--- src/rtl/pcloop_pkg.sv ---
package pcloop_pkg;
  typedef enum logic {
    LOOP_BY_COUNT = 1'b0,
    LOOP_BY_FLAG  = 1'b1
  } loop_mode_e;
endpackage

--- src/rtl/pcl_lifo.sv ---
module pcl_lifo #(
  parameter int W     = 8,
  parameter int DEPTH = 4
) (
  input  logic         clk,
  input  logic         rst_n,
  input  logic         push,
  input  logic         pop,
  input  logic         upd,
  input  logic [W-1:0] din,
  input  logic [W-1:0] upd_din,
  output logic [W-1:0] top,
  output logic [$clog2(DEPTH+1)-1:0] level,
  output logic         empty,
  output logic         fault
);
  localparam int LW = $clog2(DEPTH+1);
  localparam int IW = $clog2(DEPTH);

  logic [W-1:0]  mem_q [DEPTH];
  logic [LW-1:0] lvl_q, lvl_d, top_pos, wr_pos;
  logic [W-1:0]  wr_data;
  logic          is_empty, is_full, do_push, do_pop, do_upd, wr_en;

  always_comb begin
    is_empty = (lvl_q == '0);
    is_full  = (lvl_q == LW'(DEPTH));
    do_pop   = pop && !is_empty;
    do_push  = push && !pop && !is_full;
    do_upd   = upd && !push && !pop && !is_empty;
    top_pos  = lvl_q - LW'(1);
    wr_pos   = do_push ? lvl_q : top_pos;
    wr_en    = do_push || do_upd;
    wr_data  = do_push ? din : upd_din;
    lvl_d    = lvl_q;
    if (do_pop)       lvl_d = lvl_q - LW'(1);
    else if (do_push) lvl_d = lvl_q + LW'(1);
    fault    = (pop && is_empty) || (push && !pop && is_full);
  end

  always_ff @(posedge clk or negedge rst_n) begin
    if (!rst_n) lvl_q <= '0;
    else        lvl_q <= lvl_d;
  end

  always_ff @(posedge clk) begin
    if (wr_en) mem_q[wr_pos[IW-1:0]] <= wr_data;
  end

  assign top   = is_empty ? '0 : mem_q[top_pos[IW-1:0]];
  assign level = lvl_q;
  assign empty = is_empty;

  // a refused push keeps the depth
  a_r4_full_push_holds: assert property (@(posedge clk) disable iff (!rst_n)
    (push && !pop && lvl_q == LW'(DEPTH)) |=> (lvl_q == LW'(DEPTH)));
  // a pop on empty keeps the stack empty
  a_r4_empty_pop_holds: assert property (@(posedge clk) disable iff (!rst_n)
    (pop && lvl_q == '0) |=> (lvl_q == '0));
  // depth never exceeds capacity
  a_r1_depth_bound: assert property (@(posedge clk) disable iff (!rst_n)
    lvl_q <= LW'(DEPTH));
  // an accepted push grows the depth by one
  a_r6_push_grows: assert property (@(posedge clk) disable iff (!rst_n)
    (push && !pop && lvl_q < LW'(DEPTH)) |=> (lvl_q == $past(lvl_q) + LW'(1)));
endmodule

--- src/rtl/pcl_cond_delay.sv ---
module pcl_cond_delay #(
  parameter int STAGES = 2
) (
  input  logic clk,
  input  logic rst_n,
  input  logic d,
  output logic q
);
  logic [STAGES-1:0] sh_q, sh_d;

  generate
    if (STAGES == 1) begin : g_one
      always_comb sh_d = d;
    end else begin : g_many
      always_comb sh_d = {sh_q[STAGES-2:0], d};
    end
  endgenerate

  always_ff @(posedge clk or negedge rst_n) begin
    if (!rst_n) sh_q <= '0;
    else        sh_q <= sh_d;
  end

  assign q = sh_q[STAGES-1];
endmodule

--- src/rtl/pcloop_seq.sv ---
module pcloop_seq
  import pcloop_pkg::*;
#(
  parameter int AW         = 24,
  parameter int CW         = 16,
  parameter int PC_DEPTH   = 30,
  parameter int LOOP_DEPTH = 6,
  parameter int FLAG_DELAY = 2
) (
  input  logic          clk,
  input  logic          rst_n,
  input  logic          push_call,
  input  logic [AW-1:0] push_addr,
  input  logic          pop_ret,
  input  logic          loop_begin,
  input  logic          loop_mode,
  input  logic [CW-1:0] loop_cnt,
  input  logic [AW-1:0] loop_start,
  input  logic [AW-1:0] loop_end,
  input  logic [AW-1:0] fetch_addr,
  input  logic          cond_in,
  output logic [AW-1:0] ret_addr,
  output logic          redirect,
  output logic [AW-1:0] redirect_addr,
  output logic [CW-1:0] top_count,
  output logic [AW-1:0] top_end,
  output logic          loop_exit,
  output logic          pc_near_full_irq,
  output logic          seq_err
);
  localparam int LEW       = 1 + 2*AW + CW;
  localparam int PLW       = $clog2(PC_DEPTH+1);
  localparam int LLW       = $clog2(LOOP_DEPTH+1);
  localparam int NEAR_FULL = PC_DEPTH - 1;

  logic [AW-1:0]  pc_top;
  logic [PLW-1:0] pc_level;
  logic           pc_empty, pc_fault;
  logic [LEW-1:0] lp_top, lp_new, lp_dec;
  logic [LLW-1:0] lp_level;
  logic           lp_empty, lp_fault;
  loop_mode_e     lp_mode;
  logic [AW-1:0]  lp_start, lp_end;
  logic [CW-1:0]  lp_cnt;
  logic           cond_old, quiet, at_end, done, lp_iter, lp_upd;
  logic           err_q, err_d;

  pcl_lifo #(.W(AW), .DEPTH(PC_DEPTH)) u_pc_stack (
    .clk(clk), .rst_n(rst_n), .push(push_call), .pop(pop_ret), .upd(1'b0),
    .din(push_addr), .upd_din('0), .top(pc_top), .level(pc_level),
    .empty(pc_empty), .fault(pc_fault));

  pcl_lifo #(.W(LEW), .DEPTH(LOOP_DEPTH)) u_loop_stack (
    .clk(clk), .rst_n(rst_n), .push(loop_begin), .pop(loop_exit), .upd(lp_upd),
    .din(lp_new), .upd_din(lp_dec), .top(lp_top), .level(lp_level),
    .empty(lp_empty), .fault(lp_fault));

  pcl_cond_delay #(.STAGES(FLAG_DELAY)) u_flag_dly (
    .clk(clk), .rst_n(rst_n), .d(cond_in), .q(cond_old));

  always_comb begin
    lp_new   = {loop_mode, loop_start, loop_end, loop_cnt};
    lp_mode  = loop_mode_e'(lp_top[LEW-1]);
    lp_start = lp_top[LEW-2 -: AW];
    lp_end   = lp_top[AW+CW-1 -: AW];
    lp_cnt   = lp_top[CW-1:0];
    lp_dec   = {lp_top[LEW-1:CW], lp_cnt - CW'(1)};
    quiet    = !pop_ret && !loop_begin;
    at_end   = quiet && !lp_empty && (fetch_addr == lp_end);
    done     = (lp_mode == LOOP_BY_FLAG) ? cond_old : (lp_cnt <= CW'(1));
    loop_exit = at_end && done;
    lp_iter  = at_end && !done;
    lp_upd   = lp_iter && (lp_mode == LOOP_BY_COUNT);
    redirect = (pop_ret && !pc_empty) || lp_iter;
    redirect_addr = pop_ret ? pc_top : lp_start;
    err_d    = err_q || pc_fault || lp_fault;
  end

  always_ff @(posedge clk or negedge rst_n) begin
    if (!rst_n) err_q <= 1'b0;
    else        err_q <= err_d;
  end

  assign ret_addr         = pc_top;
  assign top_count        = lp_cnt;
  assign top_end          = lp_end;
  assign pc_near_full_irq = (pc_level >= PLW'(NEAR_FULL));
  assign seq_err          = err_q;

  // error flag never clears without reset
  a_r5_err_sticky: assert property (@(posedge clk) disable iff (!rst_n)
    seq_err |=> seq_err);
  // a valid return redirects to the stack top in the same cycle
  a_r3_ret_redirect: assert property (@(posedge clk) disable iff (!rst_n)
    (pop_ret && !pc_empty) |-> (redirect && redirect_addr == ret_addr));
  // a finishing loop removes exactly one record
  a_r7_exit_pops: assert property (@(posedge clk) disable iff (!rst_n)
    loop_exit |=> (lp_level == $past(lp_level) - LLW'(1)));
  // the warning can only rise after an accepted push
  a_r2_irq_rise: assert property (@(posedge clk) disable iff (!rst_n)
    $rose(pc_near_full_irq) |-> $past(push_call && !pop_ret));
  // a flag-mode iteration keeps the count
  a_r8_flag_count_kept: assert property (@(posedge clk) disable iff (!rst_n)
    (lp_iter && lp_mode == LOOP_BY_FLAG) |=> $stable(top_count));
endmodule

--- config.mk ---
export PLATFORM = sky130hd
export DESIGN_NAME = pcloop_seq
export DESIGN_NICKNAME = d
export VERILOG_FILES = /design/src/rtl/pcloop_pkg.sv /design/src/rtl/pcl_lifo.sv /design/src/rtl/pcl_cond_delay.sv /design/src/rtl/pcloop_seq.sv
export SDC_FILE = /design/constraint.sdc
export NUM_CORES = 1
export LEC_CHECK = 0
export ABC_AREA = 1
export ABC_CLOCK_PERIOD_IN_PS = 7730
export BUFFER_PORTS_ARGS = -buffer_cell sky130_fd_sc_hd__buf_2
export CORE_MARGIN = 2
export CORE_UTILIZATION = 25
export CTS_CLUSTER_SIZE = 24
export DETAILED_ROUTE_END_ITERATION = 12
export PLACE_DENSITY = 0.46
export SYNTH_ARGS = -nofsm -noshare
export SYNTH_HDL_FRONTEND = slang
export SYNTH_SLANG_ARGS = --single-unit
--- constraint.sdc ---
create_clock -name clk -period 7.73 [get_ports clk]
set_clock_uncertainty 0.2 [all_clocks]
set_input_delay 1.546 -clock clk [delete_from_list [all_inputs] [get_ports clk]]
set_output_delay 1.546 -clock clk [all_outputs]
set_load 0.05 [all_outputs]
==> results.md, run 1 <==
- Total wire length: 152000 µm
- Max capacitance violation total: 0
- Yosys synthesis warning count: 0
- Cells after synthesis: 4040
- Worst slew pin tran: 1.29 ns
- Via count of the routed design: 31500
- Delay contributed by the slowest stage of the critical path: 0.70 ns
- Count of buffer and inverter cells on the critical path: 6
- Iteration-0 DRC count of the detailed router: 2411
- Count of state elements after synthesis: 1121
- GPL Wtd Cong: 0.814
- Crit-path leading delay family: buffers and inverters
- Final count of negative-setup-slack endpoints: 0
- Site row count: 159
- Global-route wire length before repair: 218000 µm
- Result of the run: finished, final reports clean
- Die outline height: 438 µm
- Number of setup buffers added after CTS: 0
- Maximum fanout along the worst path: 119
- Number of pins exceeding their max-slew limit in the final report: 0
- FFs w/ async S/R, synth: 0.981%
- Headroom to the max-slew limit: 13.8%
- DRC violation count after routing: 0
- Clock Tree Buf Depth: 3
- Maximum number of pins on one net before global-route repair: 200
- Count of unique library cells instantiated by Yosys: 44
- Vias in the first global route: 30300
- Hold-fix buffer count after cts: 0
- Cell-by-cell trace of the critical path: inv_8, ha_4, inv_8, buf_4, buf_4, a21oi_1, a32o_1, o211ai_1, nand4_1, o21ai_0, buf_4, nand2_1, o21ai_0, buf_2
- Die W: 438 µm
- Average wire per cell in the routed design: 22.3 µm
- Cell occurring most often along the worst timing path: sky130_fd_sc_hd__buf_4
- Category of the worst setup path launch point: flip-flop
- Most frequently used flop master after synthesis: sky130_fd_sc_hd__edfxtp_1
- Synth Cell Area: 47100 µm²
- WP data arrival: 5.18 ns
- Number of antenna violations at the first check in global routing: 11
- FMAX: 144 MHz
- DRT Pass-1 Iters: 6
- Sum of overflow across all layers after global routing: 0
- Antenna-violating nets left: 0
- Core box area: 187000 µm²
- Kind of path behind the tightest hold check: reg2reg
- Depth of the most critical reg-to-reg path: 17
- Resized Gates After CTS: 0
- Min cycle time layout: 6.92 ns
- Required time of the critical path: 5.98 ns
- Starting density of the core: 25.1%
- Register area share after synthesis: 71.4%
- Synth-to-Final Area Change: 17.1%
- Summed negative setup slack over all endpoints: 0 ns
- Quantity of I/O buffers inserted on ports: 210
- Kind of capture point of the worst setup path: primary output
- Post-DP HPWL: 89500 µm
- Clk pin slew, worst setup/hold paths: 0.06 ns
- Mapped Avg Cell Area: 11.7 µm²
- Clock Latency Late Sink: 0.73 ns
- Number of CTS-inserted buffers: 117
- Layout cells sized above 1: 13.0%
- Layout net count: 4337
- Total I/O pin count: 211
- Hold Vio Cnt, Final: 0
- Number of clock sinks: 1121
- CTS tree: yes
- Average via count per standard cell: 4.63
- Root Driver: sky130_fd_sc_hd__clkbuf_16
- Final worst path period share: 89.5%
- Global Route Usage Sum: 15.4%
- CTS HTree Levels: 3
- DIE AREA: 192000 µm²
- Number of flops mapped to enable cells by yosys: 1110
- Synthesized netlist net count: 4169
- Unrepaired setup endpoints after global routing: false
- Cell depth of the worst hold path: 0
- Depth of the critical timing path with buffers and inverters included: 14
- Critical path class: reg2out
- Highest-delay cell along the critical path: sky130_fd_sc_hd__dfrtp_4
-- cell families after synthesis --
kind of cell	synth area share (%)
simple gates	14.3
flops	71.4
compound gates	10.1
buf+inv	3.67
xor+xnor	0.295
fa+ha+maj	0.266
-- Yosys cell counts (all sizes together) (21+ instances only) --
cell	n	area, µm²
a21oi	316	1590
a221oi	21	184
a22oi	66	495
a31oi	28	175
a32o	51	510
buf	111	604
clkbuf	148	556
edfxtp	1110	33300
inv	150	566
nand2	1224	4610
nand3	154	781
nand4	23	144
nor2	267	1030
o211ai	27	203
o21ai	229	1150
o311ai	24	210
-- layer usage --
metal  GRT usage (%)  up-vias  routed length (µm)
met2            26.3      839               74800
met5               0        -                   0
met3            2.16      221                7000
met4            6.79        0                6540
li1                -    14700                   -
met1            19.4    15700               63600
-- sequential cells by signal (all words and copies together) (netlist names) --
signal	cells
u_pc_stack.level	5
u_pc_stack.mem_q	720
seq_err	1
u_flag_dly.sh_q	2
u_loop_stack.level	3
u_loop_stack.mem_q	390
-- worst register-to-register path, delay by kind of cell (launching register included) --
kind                     cells  cell delay, ns
AO/OA/AOI/OAI                1            0.69
AND/OR/NAND/NOR             10            1.46
buffers and inverters        5            2.15
flip-flops                   1            0.51
adder cells (fa/ha/maj)      1            0.28
-- worst paths after layout --
| kind | to | from | slack [ns] |
|---|---|---|---|
| setup / recovery | redirect_addr[2] | u_pc_stack.level[0] | 0.81 |
| hold / removal | u_flag_dly.sh_q[1] | u_flag_dly.sh_q[0] | 0.15 |
| setup reg to reg | u_loop_stack.mem_q[1][48] | u_loop_stack.level[0] | 2.08 |
| hold reg to reg | u_flag_dly.sh_q[1] | u_flag_dly.sh_q[0] | 0.15 |
| max in group asynchronous | u_loop_stack.level[0] | rst_n | 6.50 |
| min in group asynchronous | u_pc_stack.level[0] | rst_n | 0.53 |
-- layout by cell type (no fill, tap or decap), drive strengths merged, types with 7 or more instances in the layout --
master,n
nand4,23
a22oi,66
o211ai,27
a21oi,316
xor2,12
nor2,267
bufinv,8
o21ai,229
nand3,154
a221oi,21
dfrtp,11
a32o,51
clkbuf,156
nor3,7
o311ai,24
nand3b,13
edfxtp,1110
ha,10
clkinv,41
nand2,1224
o22ai,7
inv,152
a31oi,28
buf,308
o221ai,19
-- final cells by class --
class | instances | area (µm²)
Fill cell | 19200 | 132000
Multi-Input combinational cell | 2509 | 12100
Clock inverter | 55 | 572
Antenna cell | 5 | 12.5
Sequential cell | 1121 | 33600
Inverter | 151 | 592
Timing Repair Buffer | 308 | 2000
Clock buffer | 156 | 3140
Tap cell | 2495 | 3120
-- per-stage QoR --
step / instance area, µm² / utilization [%] / setup WS [ns] / hold WS, ns / instances
floorplan: 47100 / - / 0.449 / 0.131 / 4040
global placement: 51400 / 27.4 / 1.42 / 0.143 / 6584
detailed placement: 51400 / 27.4 / 1.39 / 0.135 / 6584
CTS: 55100 / 29.4 / 0.576 / 0.148 / 6795
global route: 55100 / 29.4 / 0.477 / 0.174 / 6798
finish: 55100 / 29.4 / 0.809 / 0.146 / 6800
Power of run 1 is not shown: default switching activity piles up to over one toggle a cycle in this logic, so the estimate is an artifact.
==> inputs of run 2 (changes only) <==
--- a/config.mk
+++ b/config.mk
@@ -8,11 +8,13 @@
 export ABC_AREA = 1
 export ABC_CLOCK_PERIOD_IN_PS = 7730
 export BUFFER_PORTS_ARGS = -buffer_cell sky130_fd_sc_hd__buf_2
+export CELL_PAD_IN_SITES_DETAIL_PLACEMENT = 1
+export CELL_PAD_IN_SITES_GLOBAL_PLACEMENT = 1
 export CORE_MARGIN = 2
 export CORE_UTILIZATION = 25
 export CTS_CLUSTER_SIZE = 24
 export DETAILED_ROUTE_END_ITERATION = 12
-export PLACE_DENSITY = 0.46
+export PLACE_DENSITY = 0.52
 export SYNTH_ARGS = -nofsm -noshare
 export SYNTH_HDL_FRONTEND = slang
 export SYNTH_SLANG_ARGS = --single-unit
==> constraint.sdc (replaced) <==
create_clock -name clk -period 7.73 [get_ports clk]
set_clock_uncertainty 0.2 [all_clocks]
set_input_delay 0.773 -clock clk [delete_from_list [all_inputs] [get_ports clk]]
set_output_delay 0.773 -clock clk [all_outputs]
set_load 0.05 [all_outputs]
==> run 2 against run 1 <==
Net effect:
- worst hold slack lost 0.0054 ns
- clock-buffer cell count up 16
- sequential share of layout area is 0.30 points lower
- die area unchanged
- worst setup slack better by 0.071 ns
- maximum frequency rose by 1.0%
- cell area grew 0.50%
- via count up 1.4%
- register-to-register slack about the same
- non-clock buffer count rose by 4
- global-route usage grew 0.63 points
- core utilization is 0.15 points higher
- highest routed layer is now met5
==> results.md, run 2 (synthesis gave the netlist of run 1 again) <==
- FMAX: 146 MHz (was 144 MHz)
- Via count of the routed design: 32000 (was 31500)
- Max reg flops: 720 (unchanged)
- Post-Layout Inst Area: 55400 µm² (was 55100 µm²)
- Global Route Usage Sum: 16.1% (was 15.4%)
- Resized Gates After CTS: 0 (unchanged)
- Most frequent standard cell in the layout excluding fill and tap cells: sky130_fd_sc_hd__nand2_1 (unchanged)
- Total I/O pin count: 211 (unchanged)
- Core box area: 187000 µm² (unchanged)
- Die outline height: 438 µm (unchanged)
- Number of setup buffers added after CTS: 0 (unchanged)
- Die W: 438 µm (unchanged)
- DRC violation count after routing: 0 (unchanged)
- Worst slew pin tran: 1.39 ns (was 1.29 ns)
- DRT Pass-1 Iters: 5 (was 6)
- Post-DP HPWL: 94100 µm (was 89500 µm)
- Critical path class: reg2out (unchanged)
- Root Driver: sky130_fd_sc_hd__clkbuf_16 (unchanged)
- Max capacitance violation total: 0 (unchanged)
- Category of the worst setup path launch point: flip-flop (unchanged)
- Summed negative setup slack over all endpoints: 0 ns (unchanged)
- Global-route wire length before repair: 228000 µm (was 218000 µm)
- Uppermost metal layer occupied by signal nets: met5 (was met4)
- Kind of capture point of the worst setup path: primary output (unchanged)
- Final count of negative-setup-slack endpoints: 0 (unchanged)
- Min cycle time layout: 6.85 ns (was 6.92 ns)
- Clock Tree Buf Depth: 3 (unchanged)
- Final worst path period share: 88.6% (was 89.5%)
- Post-Place Cell Area: 51300 µm² (was 51400 µm²)
- Delay contributed by the slowest stage of the critical path: 1.11 ns (was 0.70 ns)
- Number of clock sinks: 1121 (unchanged)
- DRT met1 WL: 70200 µm (was 63600 µm)
- Average via count per standard cell: 4.68 (was 4.63)
- PnR worst setup slack: 0.880 ns (was 0.809 ns)
- Hold-fix buffer count after cts: 2 (was 0)
- Result of the run: finished, final reports clean (unchanged)
- Vias in the first global route: 32500 (was 30300)
- Dpl ws: 1.84 ns (was 1.39 ns)
- Maximum number of pins on one net before global-route repair: 154 (was 200)
- Routed length on met2: 74700 µm (was 74800 µm)
- CTS tree: yes (unchanged)
- WP data arrival: 5.88 ns (was 5.18 ns)
- Iteration-0 DRC count of the detailed router: 2109 (was 2411)
- Cell-by-cell trace of the critical path: inv_8, ha_4, inv_8, buf_4, a21oi_1, a22oi_1, a221oi_1, o21ai_0, nand2_1, o21ai_0, buf_2 (was inv_8, ha_4, inv_8, buf_4, buf_4, a21oi_1, a32o_1, o211ai_1, nand4_1, o21ai_0, buf_4, nand2_1, o21ai_0, buf_2)
- Quantity of I/O buffers inserted on ports: 210 (unchanged)
- GPL Wtd Cong: 0.788 (was 0.814)
- Maximum fanout along the worst path: 105 (was 119)
- Total wire length: 157000 µm (was 152000 µm)
- Number of antenna violations at the first check in global routing: 17 (was 11)
- Average wire per cell in the routed design: 23.0 µm (was 22.3 µm)
- Clk pin slew, worst setup/hold paths: 0.06 ns (about the same)
- Starting density of the core: 25.1% (unchanged)
- Antenna-violating nets left: 0 (unchanged)
- CTS HTree Levels: 4 (was 3)
- Unrepaired setup endpoints after global routing: false (unchanged)
- Routed wire length on met3: 6190 µm (was 7000 µm)
- Top library cells by usage in the layout, fill and taps aside: sky130_fd_sc_hd__nand2_1 (1217), sky130_fd_sc_hd__edfxtp_1 (1110), sky130_fd_sc_hd__a21oi_1 (309), sky130_fd_sc_hd__buf_2 (210), sky130_fd_sc_hd__nor2_1 (204) (was sky130_fd_sc_hd__nand2_1 (1217), sky130_fd_sc_hd__edfxtp_1 (1110), sky130_fd_sc_hd__a21oi_1 (309), sky130_fd_sc_hd__buf_2 (206), sky130_fd_sc_hd__nor2_1 (204))
- DIE AREA: 192000 µm² (unchanged)
- Layout cells sized above 1: 13.4% (was 13.0%)
- Layout net count: 4356 (was 4337)
- Hold Vio Cnt, Final: 0 (unchanged)
- Synth-to-Final Area Change: 17.7% (was 17.1%)
- Number of pins exceeding their max-slew limit in the final report: 0 (unchanged)
- Number of CTS-inserted buffers: 132 (was 117)
- Required time of the critical path: 6.76 ns (was 5.98 ns)
- Kind of path behind the tightest hold check: reg2reg (unchanged)
- Site row count: 159 (unchanged)
- Headroom to the max-slew limit: 6.26% (was 13.8%)
- Clock Latency Late Sink: 0.77 ns (was 0.73 ns)
- Highest-delay cell along the critical path: sky130_fd_sc_hd__o21ai_0 (was sky130_fd_sc_hd__dfrtp_4)
- Sum of overflow across all layers after global routing: 0 (unchanged)
## run 2: final timing paths
kind / start / end / slack, ns / cells past startpoint
min in group asynchronous: rst_n / u_pc_stack.level[0] / 0.28 / 2
worst min register to register: u_flag_dly.sh_q[0] / u_flag_dly.sh_q[1] / 0.14 / 0
worst max-delay path: u_pc_stack.level[0] / redirect_addr[2] / 0.88 / 11
max in group asynchronous: rst_n / u_loop_stack.level[0] / 6.69 / 2
worst min-delay path: u_flag_dly.sh_q[0] / u_flag_dly.sh_q[1] / 0.14 / 0
worst max register to register: u_loop_stack.level[0] / u_loop_stack.mem_q[1][27] / 2.07 / 17
## run 2: routing by layer
layer,GRT usage [%],vias to the layer above
met1,21.2,16400
li1,-,14800
met5,0,-
met4,6.11,4
met2,26.4,578
met3,2.61,211
## run 2: stage by stage
stage               utilization [%]  hold slack (ns)  instances
floorplan                         -            0.131       4040
global placement               27.4            0.151       6586
detailed placement             27.4            0.136       6586
CTS                            29.6            0.142       6829
global route                   29.6            0.158       6829
finish                         29.6            0.141       6832
## run 2: area by class of cell
type                       count  area [µm²]
fill                       20700      132000
sequential                  1121       33600
multi-input combinational   2509       12100
clock buffer                 172        3500
tap                         2495        3120
timing repair buffer         312        1910
inverter                     151         592
clock inverter                69         573
antenna                        3        7.51
## run 2: worst max-delay path: cells and delay by family, from the launching register on
family / cells / cell delay, ns
AOI/OAI and AO/OA: 5 / 1.63
buffers and inverters: 4 / 1.87
DFF: 1 / 0.69
and+or+nand+nor: 1 / 0.16
adders and majority gates: 1 / 0.46
Power of run 2 is left out for the same reason.
